File: src/rtl/sicvt_pkg.sv
package sicvt_pkg;

    localparam int INT_W    = 64;
    localparam int NARROW_W = 32;
    localparam int MANT_W   = 23;
    localparam int EXP_W    = 8;
    localparam int EXP_BIAS = 127;
    localparam int FP_W     = 1 + EXP_W + MANT_W;
    localparam int VEC_W    = 256;
    localparam int SRC1_W   = 128;

    // Rounding-direction encoding carried on round_ctl
    typedef enum logic [1:0] {
        RC_NEAR_EVEN = 2'b00,
        RC_TO_NEG    = 2'b01,
        RC_TO_POS    = 2'b10,
        RC_TO_ZERO   = 2'b11
    } rmode_e;

    // Result sequencing states
    typedef enum logic {
        ST_IDLE = 1'b0,
        ST_EMIT = 1'b1
    } seq_state_e;

endpackage

File: src/rtl/sicvt_operand.sv
// Picks the operand width and splits it into sign and magnitude.
module sicvt_operand #(
    parameter int INT_W    = sicvt_pkg::INT_W,
    parameter int NARROW_W = sicvt_pkg::NARROW_W
) (
    input  logic [INT_W-1:0] src_int,
    input  logic             mode64,
    input  logic             opsize64,
    output logic             neg,
    output logic [INT_W-1:0] mag
);
    localparam int               EXT_W = INT_W - NARROW_W;
    localparam logic [INT_W-1:0] ONE   = INT_W'(1);

    logic             wide_sel;
    logic [INT_W-1:0] value;

    always_comb begin
        // the wide size only counts when the core runs in 64-bit mode
        wide_sel = mode64 & opsize64;
        if (wide_sel) begin
            value = src_int;
        end else begin
            value = {{EXT_W{src_int[NARROW_W-1]}}, src_int[NARROW_W-1:0]};
        end
        neg = value[INT_W-1];
        // the most negative value maps to 2^(INT_W-1), still representable unsigned
        mag = neg ? (~value + ONE) : value;
    end

endmodule

File: src/rtl/sicvt_normalize.sv
// Leading-zero count, left alignment and exponent of the magnitude.
module sicvt_normalize #(
    parameter int INT_W    = sicvt_pkg::INT_W,
    parameter int EXP_W    = sicvt_pkg::EXP_W,
    parameter int EXP_BIAS = sicvt_pkg::EXP_BIAS
) (
    input  logic [INT_W-1:0] mag,
    output logic [INT_W-1:0] norm,
    output logic [EXP_W-1:0] exp_biased
);
    localparam int LZ_W    = $clog2(INT_W + 1);
    localparam int TOP_EXP = EXP_BIAS + INT_W - 1;

    logic [LZ_W-1:0] lz;

    // priority scan: the highest set bit wins because it is visited last
    always_comb begin
        lz = LZ_W'(INT_W);
        for (int i = 0; i < INT_W; i++) begin
            if (mag[i]) begin
                lz = LZ_W'(INT_W - 1 - i);
            end
        end
    end

    always_comb begin
        norm       = mag << lz;
        exp_biased = EXP_W'(TOP_EXP) - EXP_W'(lz);
    end

endmodule

File: src/rtl/sicvt_round.sv
// Rounds the aligned magnitude to a single-precision significand.
module sicvt_round #(
    parameter int INT_W  = sicvt_pkg::INT_W,
    parameter int MANT_W = sicvt_pkg::MANT_W,
    parameter int EXP_W  = sicvt_pkg::EXP_W,
    parameter int FP_W   = sicvt_pkg::FP_W
) (
    input  logic             neg,
    input  logic [INT_W-1:0] norm,
    input  logic [EXP_W-1:0] exp_in,
    input  logic [1:0]       round_ctl,
    output logic [FP_W-1:0]  fp,
    output logic             inexact
);
    import sicvt_pkg::*;

    localparam int LSB_POS = INT_W - 1 - MANT_W;
    localparam int GRD_POS = LSB_POS - 1;

    logic              lead;
    logic [MANT_W-1:0] frac;
    logic              lsb_bit;
    logic              guard;
    logic              sticky;
    logic              lost;
    logic              up;
    logic [MANT_W:0]   sum;
    logic [EXP_W-1:0]  exp_out;

    always_comb begin
        lead    = norm[INT_W-1];
        frac    = norm[INT_W-2 -: MANT_W];
        lsb_bit = norm[LSB_POS];
        guard   = norm[GRD_POS];
        sticky  = |norm[GRD_POS-1:0];
        lost    = guard | sticky;

        unique case (rmode_e'(round_ctl))
            RC_NEAR_EVEN: up = guard & (sticky | lsb_bit);
            RC_TO_NEG:    up = neg & lost;
            RC_TO_POS:    up = ~neg & lost;
            RC_TO_ZERO:   up = 1'b0;
            default:      up = 1'b0;
        endcase

        sum     = {1'b0, frac} + (MANT_W+1)'(up);
        // a carry leaves the fraction at zero and bumps the exponent
        exp_out = exp_in + EXP_W'(sum[MANT_W]);

        if (!lead) begin
            fp      = '0;
            inexact = 1'b0;
        end else begin
            fp      = {neg, exp_out, sum[MANT_W-1:0]};
            inexact = lost;
        end
    end

endmodule

File: src/rtl/sicvt_merge.sv
// Places the scalar result into the wide destination.
module sicvt_merge #(
    parameter int VEC_W  = sicvt_pkg::VEC_W,
    parameter int SRC1_W = sicvt_pkg::SRC1_W,
    parameter int FP_W   = sicvt_pkg::FP_W
) (
    input  logic [VEC_W-1:0]  dest_old,
    input  logic [SRC1_W-1:0] vec_src1,
    input  logic              vex_form,
    input  logic [FP_W-1:0]   fp,
    output logic [VEC_W-1:0]  dest_new
);
    localparam int ZERO_W = VEC_W - SRC1_W;

    always_comb begin
        if (vex_form) begin
            dest_new = {{ZERO_W{1'b0}}, vec_src1};
        end else begin
            dest_new = dest_old;
        end
        dest_new[FP_W-1:0] = fp;
    end

endmodule

File: src/rtl/int_to_sp_cvt.sv
module int_to_sp_cvt #(
    parameter int INT_W    = sicvt_pkg::INT_W,
    parameter int NARROW_W = sicvt_pkg::NARROW_W,
    parameter int VEC_W    = sicvt_pkg::VEC_W,
    parameter int SRC1_W   = sicvt_pkg::SRC1_W
) (
    input  logic              clk,
    input  logic              rst_n,
    input  logic              in_valid,
    input  logic [INT_W-1:0]  src_int,
    input  logic              mode64,
    input  logic              opsize64,
    input  logic [1:0]        round_ctl,
    input  logic              vex_form,
    input  logic [SRC1_W-1:0] vec_src1,
    input  logic [VEC_W-1:0]  dest_old,
    output logic              out_valid,
    output logic [VEC_W-1:0]  dest_new,
    output logic              inexact
);
    import sicvt_pkg::*;

    localparam int MANT_W = sicvt_pkg::MANT_W;
    localparam int EXP_W  = sicvt_pkg::EXP_W;
    localparam int FP_W   = 1 + EXP_W + MANT_W;

    seq_state_e       state;
    seq_state_e       state_nx;
    logic             op_neg;
    logic [INT_W-1:0] op_mag;
    logic [INT_W-1:0] op_norm;
    logic [EXP_W-1:0] op_exp;
    logic [FP_W-1:0]  fp_res;
    logic             fp_inexact;
    logic [VEC_W-1:0] merged;
    logic [VEC_W-1:0] dest_q;
    logic             inexact_q;

    sicvt_operand #(
        .INT_W    (INT_W),
        .NARROW_W (NARROW_W)
    ) u_operand (
        .src_int  (src_int),
        .mode64   (mode64),
        .opsize64 (opsize64),
        .neg      (op_neg),
        .mag      (op_mag)
    );

    sicvt_normalize #(
        .INT_W      (INT_W),
        .EXP_W      (EXP_W),
        .EXP_BIAS   (sicvt_pkg::EXP_BIAS)
    ) u_normalize (
        .mag        (op_mag),
        .norm       (op_norm),
        .exp_biased (op_exp)
    );

    sicvt_round #(
        .INT_W     (INT_W),
        .MANT_W    (MANT_W),
        .EXP_W     (EXP_W),
        .FP_W      (FP_W)
    ) u_round (
        .neg       (op_neg),
        .norm      (op_norm),
        .exp_in    (op_exp),
        .round_ctl (round_ctl),
        .fp        (fp_res),
        .inexact   (fp_inexact)
    );

    sicvt_merge #(
        .VEC_W    (VEC_W),
        .SRC1_W   (SRC1_W),
        .FP_W     (FP_W)
    ) u_merge (
        .dest_old (dest_old),
        .vec_src1 (vec_src1),
        .vex_form (vex_form),
        .fp       (fp_res),
        .dest_new (merged)
    );

    // state register
    always_ff @(posedge clk or negedge rst_n) begin
        if (!rst_n) begin
            state <= ST_IDLE;
        end else begin
            state <= state_nx;
        end
    end

    always_comb begin
        unique case (state)
            ST_IDLE: state_nx = in_valid ? ST_EMIT : ST_IDLE;
            ST_EMIT: state_nx = in_valid ? ST_EMIT : ST_IDLE;
            default: state_nx = ST_IDLE;
        endcase
    end

    // output registers: load on an accepted input, otherwise hold
    always_ff @(posedge clk or negedge rst_n) begin
        if (!rst_n) begin
            dest_q    <= '0;
            inexact_q <= 1'b0;
        end else if (in_valid) begin
            dest_q    <= merged;
            inexact_q <= fp_inexact;
        end
    end

    assign out_valid = (state == ST_EMIT);
    assign dest_new  = dest_q;
    assign inexact   = inexact_q;

endmodule

File: config.mk
export PLATFORM = sky130hd
export DESIGN_NAME = int_to_sp_cvt
export DESIGN_NICKNAME = d
export VERILOG_FILES = /design/src/rtl/sicvt_pkg.sv /design/src/rtl/sicvt_operand.sv /design/src/rtl/sicvt_normalize.sv /design/src/rtl/sicvt_round.sv /design/src/rtl/sicvt_merge.sv /design/src/rtl/int_to_sp_cvt.sv
export SDC_FILE = /design/constraint.sdc
export NUM_CORES = 1
export LEC_CHECK = 0
export ABC_AREA = 1
export BUFFER_PORTS_ARGS = -buffer_cell sky130_fd_sc_hd__buf_2
export CORE_AREA = 2 2 275 277
export CTS_CLUSTER_SIZE = 28
export DETAILED_ROUTE_END_ITERATION = 8
export DIE_AREA = 0 0 277 279
export PLACE_DENSITY_LB_ADDON = 0.15
export SLEW_MARGIN = 20
export SYNTH_ARGS = -nofsm -noshare
export SYNTH_HDL_FRONTEND = slang
export SYNTH_HIERARCHICAL = 1
export SYNTH_SLANG_ARGS = --single-unit
File: constraint.sdc
create_clock -name clk -period 0.8 [get_ports clk]
set_input_delay 0.04 -clock clk [delete_from_list [all_inputs] [get_ports clk]]
set_output_delay 0.04 -clock clk [all_outputs]
set_load 0.01 [all_outputs]
==> summary.md <==
| Metric | Value |
|---|---|
| F_max | ~150 MHz |
| Most common cell on crit path | nand2_1 |
| Routed Antenna Nets | 0 |
| Min Hold Slack | 36.5 ps |
| CP Launch Type | input pin |
| Post-synth top area cell | dfrtp_1 |
| Post-Route WL | around 110000 um |
| WL/cell | about 17 um |
| Setup TNS | -267170 ps |
| Dominant cells by area after synthesis | dfrtp_1, nand2_1, nand3_1 |
| Synth top cells by count | nand2_1, nand3_1, nor2_1 |
| Starting Density | between 20% and 30% |
| Drt initial violations | approximately 2100 |
| Netlist cell types | 44 |
| Placement Setup Slack | -6740 ps |
| CTS Root Cell | clkbuf_16 |
| CP arrival | approximately 7200 ps |
| Final setup margin | -5890 ps |
| Rows | 100 |
| Critical Path RT | about 1300 ps |
| Slowest cell on the critical path | xor2_1 |
| Hold Fails Final Rpt | 0 |
| Cts bufs inserted | 30 |
| GRT Residual Overflow | 0 |
| Routability-driven placement congestion ratio | a little under 1 |
| Most numerous cell in the Yosys netlist | nand2_1 |
| Die area | around 77000 sq um |
| DR DRC count | 0 |
| Worst-Skew Late Latency | approximately 590 ps |
| Area growth syn-to-layout | 82.7% |
| Asr flop ratio synth | 100% |
| Top_reg_cell synth | dfrtp_1 |
| Synth top area share | about 30% |
| Worst VDD drop | 1420 uV |
| Final Cell Area | 38900 sq um |
| RSZ-0062 raised after global routing | true |
| Initial DRT Pass Iterations | 6 |
| Post-Syn Nets | between 4000 and 5000 |
| Placed wire-length estimate | between 80000 and 90000 um |
| Slew margin rel. | roughly half |
| # setup viols final | 300 |
| Chip Width | ~280 um |
| Yosys warns | 6 |
| CTS Sinks | 258 |
| Violated checks | negative setup slack |
| Port Buffer Count | about 650 |
| Synth Register Bits | 258 |
| Via Count | ~29000 |
| Clk buf depth | 3 |
| Slew Limit Fails | 0 |
| Fin nets | between 5000 and 6000 |
| Synth Cell Area | ~21000 sq um |
| Largest net degree at the start of global routing | 54 |
| Pleak | between 20 and 25 nW |
| Critical path's largest stage delay | between 200 and 300 ps |
| Core area | 74100 sq um |
| Drt via density | roughly 4.6 |
| Post-synthesis sequential area ratio | approximately 30% |
| Avg Inst Size Synth | roughly 5.8 sq um |
| Htree depth | 1 |
| Clock Skew | 0 ps |
| # IOs | roughly 710 |
| Post-Synthesis Cells | roughly 3700 |
| Hold crit path type | input pin to flop |
| Final Critical Period | around 6700 ps |
| Max FO, Critical Path | 12 |
| CTS tree | yes |
| Die H | approximately 280 um |
| Status | finished with violations |
| Initial antenna violation count | 12 |
| MaxCap Viol Count | 0 |
| Clock-pin transition on the worst setup and hold timing paths | ~70 ps |
| Vias in the first global route | slightly below 30000 |
| Gr usage total | 26.6% |
| Share of cells above drive strength 1 | a little over a third |
| Placed instance area | between 20000 and 30000 sq um |
| Post-route clock period utilization | 836% |
| Post-synth EDFFs | 0 |
| Power per cell area | approximately 1600 nW/um^2 |
| CP endpoint kind | flop |
| WS Path Type | input pin to flop |
| First-pass GRT wire length | 164000 um |
| Worst-Margin Slew | between 700 and 800 ps |
## report_power, final
group / internal [mW] / leakage, nW / switching [mW] / total (mW)
Combinational: 15.1 / 18.0 / 17.0 / 32.1
Sequential: 14.5 / 3.26 / 1.00 / 15.5
Clock: 7.93 / 0.488 / 5.96 / 13.9
Total: 37.5 / 21.7 / 24.0 / 61.5
## state kept, by name, summed over array words and instances, names as in the netlist
signal / count
inexact: 1
dest_new: 256
out_valid: 1
## cells by family (layout without fill, tap and decap cells)
kind of cell,after synthesis,in the layout,share of synthesized area [%]
XOR/XNOR,48,48,1.98
other,0,11,0
AND/OR/NAND/NOR,2668,2668,51.5
flip-flops,258,258,30.4
adder cells (fa/ha/maj),8,8,0.471
buffers and inverters,579,2234,12.9
AO/OA/AOI/OAI,107,107,2.82
## path summary, 6_finish.rpt
kind / cells past startpoint / slack (ps) / to / startpoint
setup / recovery: 92 / -5890 / dest_new[29] / opsize64
hold / removal: 6 / 40 / dest_new[57] / vex_form
setup reg to reg: 4 / -50 / dest_new[22] / dest_new[22]
hold reg to reg: 2 / 470 / dest_new[253] / dest_new[253]
max in group asynchronous: 3 / -90 / dest_new[139] / rst_n
min in group asynchronous: 3 / 80 / dest_new[141] / rst_n
## layout make-up
type / count / area [sq um]
inverter: 359 / 1390
antenna: 11 / 27.5
sequential: 258 / 6460
clock inverter: 11 / 121
timing repair buffer: 1820 / 14900
fill: 7334 / 35200
multi-input combinational: 2831 / 13800
tap: 969 / 1210
clock buffer: 44 / 873
## layer usage
layer  vias up  wire [um]  track usage (%)  share of wire [%]
met3       289       6080             3.60                5.6
met2       992      54200             48.7                 50
met4         0       4620             10.0                4.3
li1      14543          -                -                  -
met5         -          0                0                  0
met1     13423      43500             31.6                 40
## worst max-delay path: cells and delay by family
kind	cells	cell delay (ps)
buf+inv	9	1080
xor+xnor	1	270
fa+ha+maj	3	460
simple gates	75	4760
compound gates	4	560
## cells in the final DEF (no fill, tap or decap), types with 8 or more instances in the layout
cell type,n
nor2_1,346
nand2_4,19
buf_6,222
o21ai_0,23
nand3_4,18
dlygate4sd3_1,324
clkbuf_8,8
buf_4,754
buf_2,458
nor2_2,38
nand2_2,95
o21ai_1,25
a21oi_1,32
inv_1,335
nand3b_1,8
nand3_1,394
nand3_2,130
inv_2,13
buf_12,48
diode_2,11
xor2_1,32
nand4_1,25
nor2_4,19
clkbuf_16,31
dfrtp_1,257
nand2_1,1552
## per-stage QoR
step                util [%]  power, mW  cells
floorplan                  -       29.2   3668
global placement        40.3       40.3   5672
detailed placement      40.3       40.3   5672
CTS                     50.5       59.6   6231
global route            52.4       65.3   6300
finish                  52.5       61.5   6303
## timing repair
| action | in CTS | in global routing |
|---|---|---|
| pin swaps | 58 | 93 |
| cloned | 7 | 1 |
| setup buffers | 172 | 94 |
| hold buffers | 325 | 3 |
| gates resized for setup | 440 | 245 |
| endpoints found under the setup margin | 291 | 520 |
| endpoints found under the hold margin | 515 | 8 |
No activity file was read; power rests on OpenSTA's default activity.
